<file path="src/rtl/spi_irq_bank.sv">
module spi_irq_bank #(
  parameter int ADDR_W = 8,
  parameter int DATA_W = 32,
  parameter int NBITS  = 7
) (
  input  logic              clk,
  input  logic              rst_n,
  input  logic              bus_we,
  input  logic [ADDR_W-1:0] bus_addr,
  input  logic [DATA_W-1:0] bus_wdata,
  output logic [DATA_W-1:0] bus_rdata,
  input  logic              evt_modf,
  input  logic              evt_txow,
  input  logic              evt_txfull,
  input  logic              evt_rxne,
  output logic              irq_o
);
  localparam logic [ADDR_W-1:0] A_STAT = ADDR_W'(8'h04);
  localparam logic [ADDR_W-1:0] A_SET  = ADDR_W'(8'h08);
  localparam logic [ADDR_W-1:0] A_CLR  = ADDR_W'(8'h0C);
  localparam logic [ADDR_W-1:0] A_MASK = ADDR_W'(8'h10);
  localparam int B_MODF = 1, B_TXOW = 2, B_TXFULL = 3, B_RXNE = 4;

  logic [NBITS-1:0] sticky, mask, raw, live, view, wd;
  logic             unused_hi;

  assign wd        = bus_wdata[NBITS-1:0];
  assign unused_hi = ^bus_wdata[DATA_W-1:NBITS];

  always_comb begin
    raw = '0;
    raw[B_MODF]   = evt_modf;
    raw[B_TXOW]   = evt_txow;
    raw[B_TXFULL] = evt_txfull;
    live = '0;
    live[B_RXNE]  = evt_rxne;
  end

  assign view = sticky | live;

  always_ff @(posedge clk or negedge rst_n) begin
    if (!rst_n) begin
      sticky <= '0;
      mask   <= '0;
      irq_o  <= 1'b0;
    end else begin
      sticky <= (sticky & ~((bus_we && bus_addr == A_STAT) ? wd : '0)) | raw;
      if (bus_we && bus_addr == A_SET)      mask <= mask | wd;
      else if (bus_we && bus_addr == A_CLR) mask <= mask & ~wd;
      irq_o <= |(view & mask);
    end
  end

  always_comb begin
    bus_rdata = '0;
    if (bus_addr == A_STAT)      bus_rdata[NBITS-1:0] = view;
    else if (bus_addr == A_MASK) bus_rdata[NBITS-1:0] = mask;
  end
endmodule


</file>
<file path="config.mk">
export PLATFORM = sky130hd
export DESIGN_NAME = spi_irq_bank
export DESIGN_NICKNAME = d
export VERILOG_FILES = /design/src/rtl/spi_irq_bank.sv
export SDC_FILE = /design/constraint.sdc
export NUM_CORES = 1
export LEC_CHECK = 0
export BUFFER_PORTS_ARGS = -buffer_cell sky130_fd_sc_hd__buf_2
export CORE_ASPECT_RATIO = 0.9
export CORE_MARGIN = 3
export CORE_UTILIZATION = 27
export CTS_BUF_LIST = sky130_fd_sc_hd__clkbuf_4 sky130_fd_sc_hd__clkbuf_8
export CTS_CLUSTER_DIAMETER = 80
export DETAILED_ROUTE_END_ITERATION = 8
export PLACE_DENSITY = 0.68
export REMOVE_ABC_BUFFERS = 1
export SETUP_SLACK_MARGIN = 0.15
export SLEW_MARGIN = 20
export SYNTH_ARGS = -nofsm -noshare
export SYNTH_HDL_FRONTEND = slang
export SYNTH_SLANG_ARGS = --single-unit
export TNS_END_PERCENT = 30
</file>
<file path="constraint.sdc">
create_clock -name clk -period 1.3 [get_ports clk]
set_input_delay 0.195 -clock clk [delete_from_list [all_inputs] [get_ports clk]]
set_output_delay 0.195 -clock clk [all_outputs]
set_load 0.02 [all_outputs]
</file>
==> summary.txt, run 1 <==
endpoints failing setup -> 3
grt total ovfl -> 0
register clock-pin slew on the reported worst setup and hold paths -> 0.06 ns
leading register cell type out of synthesis -> sky130_fd_sc_hd__dfrtp_1
Wirelength per Cell -> 14.1 um
Placement Setup Slack -> -0.108 ns
initial antenna violation count -> 0
first-pass GRT wire length -> 4420 um
Top-Level Pins -> 80
post-synth design cell area -> 0.00110 sq mm
critical path fanouts, max -> 5
FF+latch count, synth -> 15
maximum buffer depth of the clock tree -> 2
cell total after placement -> 187
number of antenna diodes -> 0
setup repair after global routing missed its margin -> yes
commonest cells in the synthesized netlist -> sky130_fd_sc_hd__buf_4, sky130_fd_sc_hd__dfrtp_1, sky130_fd_sc_hd__nand3_1
post-layout net count -> 198
Post-Route WL -> 2760 um
TritonCTS clock tree -> yes
count of different cell masters after synthesis -> 26
Setup Total Neg Slack -> -0.0877 ns
clock skew -> 0.00329 ns
result of the run -> finished, violations left
final clock period utilization by the worst path -> 104%
source of the critical timing path -> bus_addr[1]
leading cell type by number of instances after synthesis -> sky130_fd_sc_hd__buf_4
GPL Wtd Cong -> 0.767
share of flip-flops with an asynchronous set or reset after synthesis -> 100%
vertical extent of the die -> 66.7 um
cell accounting for the most synthesized area -> sky130_fd_sc_hd__dfrtp_1
mean instance size in the synthesized netlist -> 9.43 sq um
Max Transition Viols Final -> 0
final hold vios -> 0
half-perimeter wire length after placement -> 1960 um
max-cap violations -> 0
count of buffers inserted at the top-level ports -> 29
leakage power total -> 0.678 nW
proportion of layout cells with a drive suffix above 1 -> 41.3%
final critical path time including I/O delays and setup -> 1.35 ns
HP Start -> bus_wdata[5]
data required time at the worst endpoint -> 1.11 ns
cts bufs inserted -> 3
maximum number of pins on one net before global-route repair -> 16
Via-to-Cell Ratio -> 4.51
vias in the first global route -> 927
Routed Antenna Nets -> 0
DRC violation count after routing -> 0
buffer type at the clock tree root -> sky130_fd_sc_hd__clkbuf_8
number of clock sinks seen by CTS -> 15
startpoint type of the worst setup path -> primary input
floorplan die area -> 0.00489 sq mm
H-tree depth reported by CTS -> 1
data arrival time of the critical path -> 1.15 ns
critical path class -> in -> out
cell area power density -> 786 mW/mm^2
routed via count -> 884
Area Growth Syn to Fin -> 28.6%
initial drt markers -> 55
Max Clk Rate -> 741 MHz
worst supply voltage drop on vdd -> 0.343 mV
area fraction of the dominant cell type after synthesis -> 34.0%
First-pass DRT Iterations -> 4
Final Non-Filler Cells -> 196
nature of the critical path endpoint -> output pin
total of warnings raised by yosys -> 0
floorplan die width -> 73.4 um
synth top area cells -> sky130_fd_sc_hd__dfrtp_1, sky130_fd_sc_hd__buf_4, sky130_fd_sc_hd__mux2i_1, sky130_fd_sc_hd__nand3_1, sky130_fd_sc_hd__a31oi_4
worst min-delay path class -> in -> reg
final worst slack -> -0.0493 ns
global-route total usage across every layer -> 12.1%
initial standard-cell utilization of the core -> 28.8%
sequential cell area fraction in the yosys report -> 34.0%
Std-Cell Rows -> 21
area of the core -> 0.00384 sq mm
Worst-Skew Late Latency -> 0.25 ns
EDFF count, synth -> 0
Reg-to-Reg Start -> sticky[2]
cell count after synthesis -> 117
failing checks -> setup timing
-- critical path, cell delays in order --
cell and delay, ns:
sky130_fd_sc_hd__buf_6 0.09, sky130_fd_sc_hd__nor3_4 0.23, sky130_fd_sc_hd__buf_6 0.15, sky130_fd_sc_hd__buf_16 0.11, sky130_fd_sc_hd__nand3_4 0.07, sky130_fd_sc_hd__a21oi_4 0.16
sky130_fd_sc_hd__buf_6 0.13
-- layout make-up --
cell class | instances | area, sq um
Clock buffer | 4 | 48.8
Fill cell | 404 | 2420
Inverter | 10 | 37.5
Multi-Input combinational cell | 83 | 611
Sequential cell | 15 | 375
Tap cell | 46 | 57.6
Timing Repair Buffer | 38 | 289
-- repair_timing --
item,4_1_cts,5_1_grt
hold buffers,1,0
endpoints found under the hold margin,15,0
setup endpoints to repair,7,15
resized for setup,19,8
pin swaps,7,5
cloned,1,0
setup buffers,3,0
-- power breakdown --
part | total [W] | internal (W) | switching (W)
Clock | 0.000401 | 0.000238 | 0.000163
Sequential | 0.000487 | 0.000478 | 0.00000982
Combinational | 0.000227 | 0.0000734 | 0.000154
Total | 0.00112 | 0.000789 | 0.000326
-- final timing paths --
kind / endpoint / slack (ns) / cells after the start
min in group asynchronous: sticky[3] / 0.38 / 2
max in group asynchronous: sticky[1] / 0.65 / 2
worst max-delay path: bus_rdata[5] / -0.05 / 7
worst min-delay path: sticky[5] / 0.13 / 2
worst min register to register: sticky[4] / 0.55 / 1
worst max register to register: irq_o / 0.16 / 3
-- placed cells by master (no fill, tap or decap), types with 4 or more instances in the layout --
master	synthesis	routed
sky130_fd_sc_hd__inv_1	10	10
sky130_fd_sc_hd__buf_4	25	10
sky130_fd_sc_hd__buf_6	3	5
sky130_fd_sc_hd__buf_2	2	20
sky130_fd_sc_hd__nor2_1	4	4
sky130_fd_sc_hd__mux2i_1	7	7
sky130_fd_sc_hd__a21boi_2	4	4
sky130_fd_sc_hd__nand3_1	14	10
sky130_fd_sc_hd__dfrtp_1	15	15
sky130_fd_sc_hd__conb_1	1	25
sky130_fd_sc_hd__nand4_1	7	7
sky130_fd_sc_hd__a21oi_2	0	4
-- per-layer routing --
| metal | share of wire (%) | global-route usage [%] | routed length [um] |
|---|---|---|---|
| met1 | 39 | 14.0 | 1060 |
| met3 | 10 | 5.73 | 285 |
| met4 | 0.51 | 2.26 | 14 |
| met5 | 0 | 0 | 0 |
| met2 | 51 | 20.5 | 1400 |
-- kinds of logic (layout without fill, tap and decap cells) --
kind of cell / count (synthesis) / count (layout) / share of synthesized area [%]
AO/OA/AOI/OAI: 19 / 19 / 16.4
buffers and inverters: 43 / 52 / 25.4
flip-flops: 15 / 15 / 34.0
multiplexers: 7 / 7 / 6.35
other: 1 / 25 / 0.340
AND/OR/NAND/NOR: 32 / 32 / 17.5
-- per-stage QoR --
stage	hold slack, ns	utilization, %	cell area, sq um	total power, W
after global placement	0.120	31.2	1200	0.000683
after detailed placement	0.126	31.2	1200	0.000685
after CTS	0.117	35.8	1380	0.00112
final	0.126	37.0	1420	0.00112
after floorplan	-0.101	-	951	0.000600
after global routing	0.126	37.0	1420	0.00117
Note: power is estimated with default switching activity, not from simulation.
==> run 2: changes to the inputs <==
--- a/config.mk
+++ b/config.mk
@@ -5,16 +5,16 @@
 export SDC_FILE = /design/constraint.sdc
 export NUM_CORES = 1
 export LEC_CHECK = 0
-export BUFFER_PORTS_ARGS = -buffer_cell sky130_fd_sc_hd__buf_2
 export CORE_ASPECT_RATIO = 0.9
 export CORE_MARGIN = 3
 export CORE_UTILIZATION = 27
 export CTS_BUF_LIST = sky130_fd_sc_hd__clkbuf_4 sky130_fd_sc_hd__clkbuf_8
 export CTS_CLUSTER_DIAMETER = 80
 export DETAILED_ROUTE_END_ITERATION = 8
-export PLACE_DENSITY = 0.68
+export DONT_BUFFER_PORTS = 1
+export PLACE_DENSITY = 0.4
 export REMOVE_ABC_BUFFERS = 1
-export SETUP_SLACK_MARGIN = 0.15
+export SETUP_SLACK_MARGIN = 0.5
 export SLEW_MARGIN = 20
 export SYNTH_ARGS = -nofsm -noshare
 export SYNTH_HDL_FRONTEND = slang
==> run 2 against run 1 <==
Against the previous run: the flow now finishes without violations; highest routed layer unchanged; clock skew is 0.0012 ns lower; die area unchanged; largest power group unchanged; sequential share of layout area up 3.0 points.
==> summary.txt, run 2 (synthesis gave the netlist of run 1 again) <==
Std-Cell Rows -> 21 (unchanged)
critical path fanouts, max -> 2 (-3)
cell area power density -> 830 mW/mm^2 (+5.6%)
cts bufs inserted -> 3 (unchanged)
GPL Wtd Cong -> 0.722 (-5.9%)
result of the run -> finished, final reports clean
global-route total usage across every layer -> 11.6% (-0.59 points)
startpoint type of the worst setup path -> flip-flop
First-pass DRT Iterations -> 4 (unchanged)
number of cells on the critical path -> 4 (-3)
worst relative slew slack -> 49.5%
initial drt markers -> 43 (-22%)
count of buffers inserted at the top-level ports -> 0 (-100%)
max-cap violations -> 0 (unchanged)
maximum buffer depth of the clock tree -> 2 (unchanged)
floorplan die width -> 73.4 um (unchanged)
Critical Path Slowest Stage Cell -> sky130_fd_sc_hd__dfrtp_1
Buf/Inv on CP -> 2 (-2)
Max Transition Viols Final -> 0 (unchanged)
proportion of layout cells with a drive suffix above 1 -> 31.3% (-10 points)
dominant cell type by count on the critical path -> sky130_fd_sc_hd__buf_6
H-tree depth reported by CTS -> 1 (unchanged)
WHS Path Cells -> 1 (-1)
endpoints failing setup -> 0 (-3)
number of clock sinks seen by CTS -> 15 (unchanged)
cell area reported after detailed placement -> 0.00110 sq mm (-8.4%)
most frequent cells in the layout -> sky130_fd_sc_hd__conb_1, sky130_fd_sc_hd__dfrtp_1, sky130_fd_sc_hd__nand3_1
TritonCTS clock tree -> yes
Post-Route WL -> 2720 um (-1.6%)
worst supply voltage drop on vdd -> 0.458 mV (+34%)
vertical extent of the die -> 66.7 um (unchanged)
critical path class -> reg -> out
DRC violation count after routing -> 0 (unchanged)
area of the core -> 0.00384 sq mm (unchanged)
register clock-pin slew on the reported worst setup and hold paths -> 0.07 ns (about the same)
data required time at the worst endpoint -> 1.11 ns (about the same)
post-route standard cell area excluding fillers -> 0.00128 sq mm (-10%)
initial standard-cell utilization of the core -> 28.8% (unchanged)
Top-Level Pins -> 80 (unchanged)
final clock period utilization by the worst path -> 97.5% (-6.3 points)
vias in the first global route -> 826 (-11%)
number of antenna diodes -> 0 (unchanged)
grt total ovfl -> 0 (unchanged)
Max Clk Rate -> 789 MHz (+6.5%)
Worst path max stage delay -> 0.37 ns (+0.14 ns)
worst min-delay path class -> in -> reg
Routed Antenna Nets -> 0 (unchanged)
Area Growth Syn to Fin -> 15.8%
nature of the critical path endpoint -> output pin
critical path's top delay family -> flip-flops
final hold vios -> 0 (unchanged)
Wirelength per Cell -> 15.4 um (+9.0%)
data arrival time of the critical path -> 1.07 ns (-0.08 ns)
first-pass GRT wire length -> 4170 um (-5.6%)
CP cell instances -> buf_6 > nand3_2 > a21oi_2 > buf_6
Via-to-Cell Ratio -> 4.53 (+0.46%)
buffer type at the clock tree root -> sky130_fd_sc_hd__clkbuf_8
half-perimeter wire length after placement -> 1890 um (-3.8%)
R2R cell count -> 4 (+1)
Setup Total Neg Slack -> 0 ns (+0.0877 ns)
leakage power total -> 0.606 nW (-11%)
floorplan die area -> 0.00489 sq mm (unchanged)
setup repair after global routing missed its margin -> yes
leading cell type in the layout, fill and taps excluded -> sky130_fd_sc_hd__conb_1
post-layout net count -> 179 (-9.6%)
initial antenna violation count -> 0 (unchanged)
cell total after placement -> 164 (-12%)
clock skew -> 0.00210 ns (-0.00119 ns)
Final Non-Filler Cells -> 177 (-9.7%)
transition time at the pin with the least slew margin -> 0.758 ns
Worst-Skew Late Latency -> 0.25 ns (about the same)
final critical path time including I/O delays and setup -> 1.27 ns (-0.0825 ns)
routed via count -> 802 (-9.3%)
maximum number of pins on one net before global-route repair -> 23 (+7)
[run 2: cell types whose count changed in the layout (fill, tap and decap cells not counted)]
cell and delta:
sky130_fd_sc_hd__buf_2 -20, sky130_fd_sc_hd__nand3_1 +3, sky130_fd_sc_hd__buf_4 +2, sky130_fd_sc_hd__nand3_4 -2, sky130_fd_sc_hd__a21oi_2 +1, sky130_fd_sc_hd__a21oi_4 -1
sky130_fd_sc_hd__a221oi_1 -1, sky130_fd_sc_hd__a221oi_2 +1, sky130_fd_sc_hd__buf_16 -1, sky130_fd_sc_hd__buf_6 -1, sky130_fd_sc_hd__dfrtp_1 -1, sky130_fd_sc_hd__dfrtp_2 +1
sky130_fd_sc_hd__dlymetal6s4s_1 +1, sky130_fd_sc_hd__nand3_2 -1
[run 2: cell type report]
type                            instances  area (sq um)
Fill cell                             399          2560
Multi-Input combinational cell         83           579
Sequential cell                        15           377
Timing Repair Buffer                   19           178
Tap cell                               46          57.6
Clock buffer                            4          48.8
Inverter                               10          37.5
[run 2: path summary, 6_finish.rpt]
check                             start            to  slack (ns)
max in group asynchronous         rst_n         irq_o        0.70
min                        bus_wdata[0]     sticky[0]        0.01
max                           sticky[2]  bus_rdata[2]        0.03
max reg2reg                   sticky[1]         irq_o        0.12
min reg2reg                   sticky[4]     sticky[4]        0.54
min in group asynchronous         rst_n     sticky[1]        0.08
[run 2: power by group]
part           switching, W  internal, W  total, W
combinational      0.000122    0.0000374  0.000159
sequential       0.00000787     0.000477  0.000485
clock              0.000178     0.000238  0.000416
total              0.000307     0.000753   0.00106
[run 2: worst reg2reg max path, delay by kind of cell (launching register included)]
kind	cells	cell delay, ns
AO/OA/AOI/OAI	2	0.40
AND/OR/NAND/NOR	1	0.10
flip-flops	1	0.41
buffers and inverters	1	0.14
[run 2: per-layer routing]
| metal | wire length, um | GRT usage [%] | vias to the layer above | part of all wire [%] |
|---|---|---|---|---|
| met5 | 0 | 0 | - | 0 |
| li1 | - | - | 383 | - |
| met4 | 11 | 2.26 | 0 | 0.40 |
| met1 | 1220 | 15.4 | 375 | 45 |
| met3 | 300 | 5.58 | 2 | 11 |
| met2 | 1190 | 17.0 | 42 | 44 |
[run 2: what timing repair did]
item                                    4_1_cts  5_1_grt
hold buffers                                  1        1
buffers inserted                              2        5
hold endpoints to repair                     15        1
endpoints found under the setup margin       16       36
pin swaps                                     2       13
resized for setup                             5       10
[run 2: metrics by stage]
step	worst slack, ns	hold WS, ns	utilization, %	power [W]
5_1_grt	-0.0286	0.00576	33.3	0.00111
4_1_cts	0.0198	0.000491	31.1	0.00107
2_1_floorplan	-0.396	-0.101	-	0.000600
6_report	0.0331	0.0128	33.3	0.00106
3_3_place_gp	0.0140	-0.100	28.6	0.000624
3_5_place_dp	0.0275	-0.100	28.6	0.000626
==> run 3: changes to the inputs <==
--- a/config.mk
+++ b/config.mk
@@ -12,7 +12,7 @@
 export CTS_CLUSTER_DIAMETER = 80
 export DETAILED_ROUTE_END_ITERATION = 8
 export DONT_BUFFER_PORTS = 1
-export PLACE_DENSITY = 0.4
+export PLACE_DENSITY = 0.41
 export REMOVE_ABC_BUFFERS = 1
 export SETUP_SLACK_MARGIN = 0.5
 export SLEW_MARGIN = 20
==> constraint.sdc (replaced) <==
create_clock -name clk -period 1.35 [get_ports clk]
set_input_delay 0.2025 -clock clk [delete_from_list [all_inputs] [get_ports clk]]
set_output_delay 0.2025 -clock clk [all_outputs]
set_load 0.02 [all_outputs]
==> run 3 against run 2 <==
Against the previous run: design area up 4.5%; via count up 6.1%; clock-buffer cell count fell by 1; worst hold slack better by 0.0022 ns; combinational power increased by 9%; power shrank 5.0%; clock skew up 0.0024 ns; final cell count increased by 2.3%; clock power fell by 12%; global-route usage grew 0.40 points; first-iteration DRC count shrank 42%.
==> summary.txt, run 3 (synthesis gave the netlist of run 1 again) <==
result of the run -> finished, final reports clean
cell area reported after detailed placement -> 0.00109 sq mm (-0.69%)
startpoint type of the worst setup path -> flip-flop
post-route standard cell area excluding fillers -> 0.00134 sq mm (+4.5%)
Std-Cell Rows -> 21 (unchanged)
data arrival time of the critical path -> 1.07 ns (about the same)
number of clock sinks seen by CTS -> 15 (unchanged)
critical path class -> reg -> out
nature of the critical path endpoint -> output pin
Routed Antenna Nets -> 0 (unchanged)
endpoints failing setup -> 0 (unchanged)
leading cell type in the layout, fill and taps excluded -> sky130_fd_sc_hd__conb_1
critical path fanouts, max -> 2 (unchanged)
Worst-Skew Late Latency -> 0.25 ns (about the same)
area of the core -> 0.00384 sq mm (unchanged)
transition time at the pin with the least slew margin -> 0.699 ns (-0.0586 ns)
DRC violation count after routing -> 0 (unchanged)
worst relative slew slack -> 53.2% (+3.7 points)
final critical path time including I/O delays and setup -> 1.27 ns
Top-Level Pins -> 80 (unchanged)
Area Growth Syn to Fin -> 21.0%
cell area power density -> 754 mW/mm^2 (-9.1%)
worst supply voltage drop on vdd -> 0.623 mV (+36%)
Max Transition Viols Final -> 0 (unchanged)
final hold vios -> 0 (unchanged)
max-cap violations -> 0 (unchanged)
initial drt markers -> 25 (-42%)
cell total after placement -> 163 (-0.61%)
H-tree depth reported by CTS -> 1 (unchanged)
floorplan die width -> 73.4 um (unchanged)
cts bufs inserted -> 3 (unchanged)
data required time at the worst endpoint -> 1.15 ns (+0.04 ns)
clock skew -> 0.00445 ns (+0.00235 ns)
routed via count -> 851 (+6.1%)
register clock-pin slew on the reported worst setup and hold paths -> 0.06 ns (about the same)
leakage power total -> 0.624 nW (+2.9%)
Max Clk Rate -> 789 MHz
count of buffers inserted at the top-level ports -> 0 (unchanged)
buffer type at the clock tree root -> sky130_fd_sc_hd__clkbuf_8
vias in the first global route -> 885 (+7.1%)
Setup Total Neg Slack -> 0 ns (unchanged)
proportion of layout cells with a drive suffix above 1 -> 35.6% (+4.3 points)
worst min-delay path class -> in -> reg
floorplan die area -> 0.00489 sq mm (unchanged)
initial standard-cell utilization of the core -> 28.8% (unchanged)
post-layout net count -> 183 (+2.2%)
First-pass DRT Iterations -> 4 (unchanged)
Via-to-Cell Ratio -> 4.70 (+3.8%)
half-perimeter wire length after placement -> 1850 um (-2.1%)
most frequent cells in the layout -> sky130_fd_sc_hd__conb_1, sky130_fd_sc_hd__dfrtp_1, sky130_fd_sc_hd__buf_4
setup repair after global routing missed its margin -> yes
Final Non-Filler Cells -> 181 (+2.3%)
worst hold slack after final layout -> 0.0150 ns (+0.00222 ns)
GPL Wtd Cong -> 0.778 (+7.8%)
number of antenna diodes -> 0 (unchanged)
TritonCTS clock tree -> yes
grt total ovfl -> 0 (unchanged)
Wirelength per Cell -> 15.2 um (-0.92%)
global-route total usage across every layer -> 12.0% (+0.40 points)
maximum number of pins on one net before global-route repair -> 16 (-30%)
Post-Route WL -> 2760 um (+1.3%)
first-pass GRT wire length -> 4370 um (+5.0%)
vertical extent of the die -> 66.7 um (unchanged)
initial antenna violation count -> 0 (unchanged)
maximum buffer depth of the clock tree -> 2 (unchanged)
final clock period utilization by the worst path -> 93.9%
==> run 3: final timing paths <==
| kind | from | slack [ns] | cells past startpoint | end |
|---|---|---|---|---|
| min in group asynchronous | rst_n | 0.44 | 1 | async pin |
| worst min register to register | flip-flop | 0.54 | 2 | flip-flop |
| worst max register to register | sticky[2] | 0.21 | 3 | irq_o |
| worst min-delay path | bus_wdata[0] | 0.01 | 1 | sticky[0] |
| worst max-delay path | sticky[4] | 0.08 | 3 | bus_rdata[4] |
| max in group asynchronous | rst_n | 0.46 | 1 | sticky[2] |
==> run 3: report_power, final <==
| group | internal, W | total [W] | switching, W |
|---|---|---|---|
| Combinational | 0.0000501 | 0.000174 | 0.000124 |
| Sequential | 0.000460 | 0.000467 | 0.00000774 |
| Clock | 0.000204 | 0.000366 | 0.000162 |
| Total | 0.000714 | 0.00101 | 0.000293 |
==> run 3: critical path: stages, from the launching register on <==
cell and delay (ns):
sky130_fd_sc_hd__dfrtp_1 0.39, sky130_fd_sc_hd__o211ai_1 0.17, sky130_fd_sc_hd__a21oi_1 0.10, sky130_fd_sc_hd__buf_4 0.16
==> run 3: per-layer routing <==
layer | part of all wire [%] | wire, um | global-route usage (%)
met4 | 0.25 | 7 | 3.17
met3 | 10 | 285 | 5.13
met1 | 43 | 1170 | 15.0
met5 | 0 | 0 | 0
met2 | 47 | 1290 | 18.8
==> run 3: stage by stage <==
step / setup slack (ns) / utilization [%] / power, W
finish: 0.0824 / 34.8 / 0.00101
global route: 0.0265 / 34.8 / 0.00106
CTS: 0.0886 / 33.8 / 0.00101
detailed placement: 0.0509 / 28.4 / 0.000603
global placement: 0.0467 / 28.4 / 0.000601
floorplan: -0.361 / - / 0.000577
==> run 3: final cells by class <==
cell class	instances	area, sq um
Tap cell	46	57.6
Timing Repair Buffer	23	226
Clock buffer	3	41.3
Fill cell	393	2500
Clock inverter	1	5.00
Multi-Input combinational cell	83	592
Inverter	10	37.5
Sequential cell	15	375
==> run 3: what timing repair did <==
item,4_1_cts,5_1_grt
pin swaps,5,5
gates resized for setup,12,6
gates cloned,1,0
endpoints found under the setup margin,16,38
hold endpoints to repair,15,0
setup buffers,10,2
hold buffers,1,0
